File: config.mk
export PLATFORM = sky130hd
export DESIGN_NAME = loc_irq_unit
export DESIGN_NICKNAME = d
export VERILOG_FILES = /design/src/rtl/loc_irq_unit.sv
export SDC_FILE = /design/constraint.sdc
export NUM_CORES = 1
export LEC_CHECK = 0
export ABC_AREA = 1
export CORE_ASPECT_RATIO = 0.75
export CORE_MARGIN = 5
export CORE_UTILIZATION = 55
export CTS_BUF_LIST = sky130_fd_sc_hd__clkbuf_8
export DETAILED_ROUTE_END_ITERATION = 8
export HOLD_SLACK_MARGIN = 0.08
export PLACE_DENSITY = 0.79
export SLEW_MARGIN = 20
export SYNTH_ARGS = -nofsm -noshare
export SYNTH_HDL_FRONTEND = slang
export SYNTH_SLANG_ARGS = --single-unit
File: constraint.sdc
create_clock -name clk -period 3.36 [get_ports clk]
set_input_delay 0.504 -clock clk [delete_from_list [all_inputs] [get_ports clk]]
set_output_delay 0.504 -clock clk [all_outputs]
set_load 0.05 [all_outputs]
File: src/rtl/loc_irq_unit.sv
module loc_irq_unit #(
  parameter int NUM_LOC = 5,
  parameter int LOC_W = 3,
  parameter logic [3:0] IRQ_VECTOR = 4'd5
) (
  input  logic             clk,
  input  logic             rst_n,
  input  logic [LOC_W-1:0] active_loc,
  input  logic             reg_wr,
  input  logic [LOC_W-1:0] reg_loc,
  input  logic [1:0]       reg_sel,
  input  logic [3:0]       reg_be,
  input  logic [31:0]      reg_wdata,
  output logic [31:0]      reg_rdata,
  input  logic             evt_valid,
  input  logic [LOC_W-1:0] evt_loc,
  input  logic [3:0]       evt_cause,
  output logic             irq
);
  localparam logic [31:0] CAUSE_BITS = 32'h0000_0087;
  localparam logic [31:0] EN_BITS    = 32'h8000_009F;
  localparam logic [31:0] EN_RESET   = 32'h0000_0008;
  localparam logic [LOC_W-1:0] LOC_LIMIT = LOC_W'(NUM_LOC);

  logic [NUM_LOC-1:0][31:0] en_q, st_q;
  logic [NUM_LOC-1:0] set_any, lower;
  logic [31:0] lane, cause_vec;
  logic wr_ok;

  assign lane      = {{8{reg_be[3]}}, {8{reg_be[2]}}, {8{reg_be[1]}}, {8{reg_be[0]}}};
  assign cause_vec = {24'b0, evt_cause[3], 4'b0, evt_cause[2:0]};
  assign wr_ok     = reg_wr && (active_loc < LOC_LIMIT) && (reg_loc == active_loc);

  for (genvar i = 0; i < NUM_LOC; i++) begin : g_loc
    logic [31:0] set_b, clr_b, st_nx;
    logic hit_wr;
    assign hit_wr = wr_ok && (reg_loc == LOC_W'(i));
    assign set_b  = (evt_valid && evt_loc == LOC_W'(i) && en_q[i][31]) ? (cause_vec & en_q[i]) : 32'b0;
    assign clr_b  = (hit_wr && reg_sel == 2'd1) ? (reg_wdata & lane & CAUSE_BITS) : 32'b0;
    assign st_nx  = (st_q[i] & ~clr_b) | set_b;
    assign set_any[i] = |set_b;
    assign lower[i]   = (|clr_b) && (|st_q[i]) && (st_nx == 32'b0);

    always_ff @(posedge clk or negedge rst_n) begin
      if (!rst_n) begin
        en_q[i] <= EN_RESET;
        st_q[i] <= 32'b0;
      end else begin
        st_q[i] <= st_nx;
        if (hit_wr && reg_sel == 2'd0)
          en_q[i] <= (en_q[i] & ~lane) | (reg_wdata & lane & EN_BITS);
      end
    end
  end

  always_ff @(posedge clk or negedge rst_n) begin
    if (!rst_n)          irq <= 1'b0;
    else if (|set_any)   irq <= 1'b1;
    else if (|lower)     irq <= 1'b0;
  end

  always_comb begin
    reg_rdata = 32'b0;
    if (reg_loc < LOC_LIMIT) begin
      case (reg_sel)
        2'd0:    reg_rdata = en_q[reg_loc];
        2'd1:    reg_rdata = st_q[reg_loc];
        2'd2:    reg_rdata = {28'b0, IRQ_VECTOR};
        default: reg_rdata = 32'b0;
      endcase
    end
  end

  AST_IRQ_RISE_FROM_EVENT: assert property (@(posedge clk) disable iff (!rst_n)
    $rose(irq) |-> $past(evt_valid));
  AST_BAD_LOC_EVENT: assert property (@(posedge clk) disable iff (!rst_n)
    (evt_valid && evt_loc >= LOC_LIMIT && !reg_wr) |=> ($stable(st_q) && !$rose(irq)));
  AST_INACTIVE_WRITE: assert property (@(posedge clk) disable iff (!rst_n)
    (reg_wr && reg_loc != active_loc && !evt_valid) |=> ($stable(st_q) && $stable(en_q)));
  AST_IRQ_FALL_FROM_CLEAR: assert property (@(posedge clk) disable iff (!rst_n)
    $fell(irq) |-> $past(wr_ok && reg_sel == 2'd1));
  AST_IRQ_NEEDS_STATUS: assert property (@(posedge clk) disable iff (!rst_n)
    irq |-> (|st_q));
endmodule

==> results.ini <==
[run_status]
status=complete, no violations

[clock_tree]
cts.clk_slew.worst_paths_ns=0.10
tritoncts=done
cts_made_buffers=17
post_cts_resized=0
htreeDepth=4
cts_root_buf=clkbuf_8
insertion_delay_ns=0.45
postCtsSetupRepairBufs=0
ctsHoldBuffers=0
cts_buffer_depth=2
cts_sinks=181

[worst_setup_path]
crit_arrival_ns=2.77
required_ns=2.86
reg2reg_to=irq
end_kind=output port
cp_max_fo=27
crit_type=in -> out
critPathLaunchType=input pin
r2r_setup_slack_ns=1.61
ff2ff_path_depth=10

[timing]
rsz0062_at_grt=no
timing.final.crit_share_pct=97.35
slew_viol_final=0
relSlewSlack_pct=36.29
worst_slew_pin_slew_ns=0.9556
hold_viol=0
setup_ws_ns=0.08914
setup-violations-final=0
finClkSkew_ns=0.01241
fmax_ghz=0.3057
tns_ns=0
period_needed_ns=3.271

[pwr]
power.total_mw=4.326
power_density_mw_per_mm2=442.7
vdd_drop_max_v=0.0003183
power_leakage_nw=4.893

[die]
die_width_um=150.6
dieArea_mm2=0.01739
initial_core_util_pct=56.25
core_area_mm2=0.01450
io_pins=88
die_h_um=115.5
fp-row-count=38

[cells_and_area]
final_nets=1069
fin_area_mm2=0.009772
layout_commonest_cell=nor2_1
layout_common_cells=nor2_1, dfrtp_1, inv_1
drive_gt1_share_pct=13.35
syn_to_final_growth_pct=19.80
fillers=1141

[detailed_routing]
drtPass1Iterations=5
wl_per_cell_um=17.56
drt_iter0_drc=668
drtAntennaViolNets=0
wirelength_um=21540
drc=0
vias=6875
via_per_inst=5.603

[grt]
antenna_found_initial=1
track_usage_pct=26.35
grtUsageMet1_pct=38.97
overflow=0
grt_max_degree=106
grt_pass1_wl_um=35620
globalRoute.busiestLayer=met2
use_met2_pct=39.44
grt_use_met3_pct=6.138
grt_pass1_vias=6922

[synthesis]
synth_cells=944
ys_types=34
synth_area_mm2=0.008157
synth.avg_cell_area_um2=8.640
yosysWarnings=0
yosysSeqAreaShare_pct=55.61
syn-num-nets=999
synth_seq_cells=181

[placement]
place_congestion=0.9848
portBuffers=62
place_ws_ns=0.2079
hpwlAfterDp_um=14970
dpl-instance-area_mm2=0.009383

[run]
drv_cap=0

[min_path]
hold_class=in -> async

==> kinds of logic after synthesis <==
| family | after synthesis | share of synthesized area, % |
|---|---|---|
| AOI/OAI and AO/OA | 152 | 13.25 |
| buffers and inverters | 201 | 9.633 |
| and+or+nand+nor | 410 | 21.51 |
| DFF | 181 | 55.61 |
==> metal layers <==
layer,vias up,routed length [um]
li1,3185,-
met1,3313,9702
met2,338,9604
met3,39,1866
met4,0,370
met5,-,0
==> power breakdown <==
| part | leakage (nW) | switching (mW) | internal, mW |
|---|---|---|---|
| clock | 0.195 | 0.819 | 0.668 |
| combinational | 2.83 | 0.344 | 0.202 |
| sequential | 1.87 | 0.0394 | 2.25 |
==> how the worst max path moves through the flow <==
stage          cells after the start  slack, ns       endpoint        from
6_report                           9       0.09  reg_rdata[26]  reg_loc[0]
5_1_grt                            9       0.01  reg_rdata[26]  reg_loc[0]
4_1_cts                            9       0.12  reg_rdata[26]  reg_loc[0]
3_5_place_dp                       9       0.21  reg_rdata[26]  reg_loc[0]
3_3_place_gp                       9       0.27  reg_rdata[26]  reg_loc[0]
2_1_floorplan                      9       0.48   reg_rdata[1]  reg_loc[1]
==> stage by stage <==
step,utilization [%],instances,hold slack [ns]
after floorplan,-,944,0.2084
after global routing,67.39,1227,0.2027
after global placement,64.70,1195,0.4645
final,67.39,1227,0.1323
after CTS,67.37,1226,0.1834
after detailed placement,64.70,1195,0.4673
==> area by class of cell <==
class | count | area [um^2] | share of cell area (%)
Tap cell | 200 | 250.2 | 2.561
Sequential cell | 181 | 4536 | 46.41
Antenna cell | 1 | 2.502 | 0.02561
Timing Repair Buffer | 83 | 1125 | 11.51
Clock inverter | 14 | 152.6 | 1.562
Multi-Input combinational cell | 562 | 2838 | 29.04
Clock buffer | 17 | 234.0 | 2.394
Inverter | 169 | 634.4 | 6.492
==> Yosys cell counts <==
cell / count / area share, %
clkinv_1: 6 / 0.28
inv_1: 149 / 6.9
nor2_1: 199 / 9.2
o22ai_1: 1 / 0.077
inv_2: 14 / 0.64
nor2_4: 6 / 0.83
o41ai_1: 4 / 0.43
nor2_2: 13 / 1.0
nor4_1: 6 / 0.46
nand2_2: 3 / 0.23
nand3_1: 29 / 1.8
nor4b_2: 1 / 0.18
a21oi_1: 13 / 0.80
nor4b_1: 1 / 0.11
a41oi_1: 2 / 0.21
a221oi_1: 3 / 0.32
dfstp_2: 5 / 1.6
nand3_2: 3 / 0.37
buf_2: 7 / 0.43
o21ai_1: 25 / 1.5
or2_2: 1 / 0.077
nor3_1: 1 / 0.061
o21ai_0: 7 / 0.43
o221ai_1: 26 / 2.8
o21ai_2: 6 / 0.64
a22o_1: 1 / 0.11
clkbuf_1: 18 / 0.83
nand4_1: 16 / 1.2
buf_1: 4 / 0.18
dfrtp_1: 176 / 54
nand2_1: 131 / 6.0
a22oi_1: 63 / 5.8
a21oi_2: 1 / 0.11
buf_6: 3 / 0.41
==> worst max-delay path, stage by stage <==
cell	delay, ns
clkdlybuf4s50_1	0.59
nand2_1	0.24
clkinv_1	0.13
buf_4	0.26
a22oi_1	0.34
o221ai_1	0.23
a22oi_1	0.18
nor2_1	0.09
buf_12	0.18
Power figures use the tool's default switching activity.
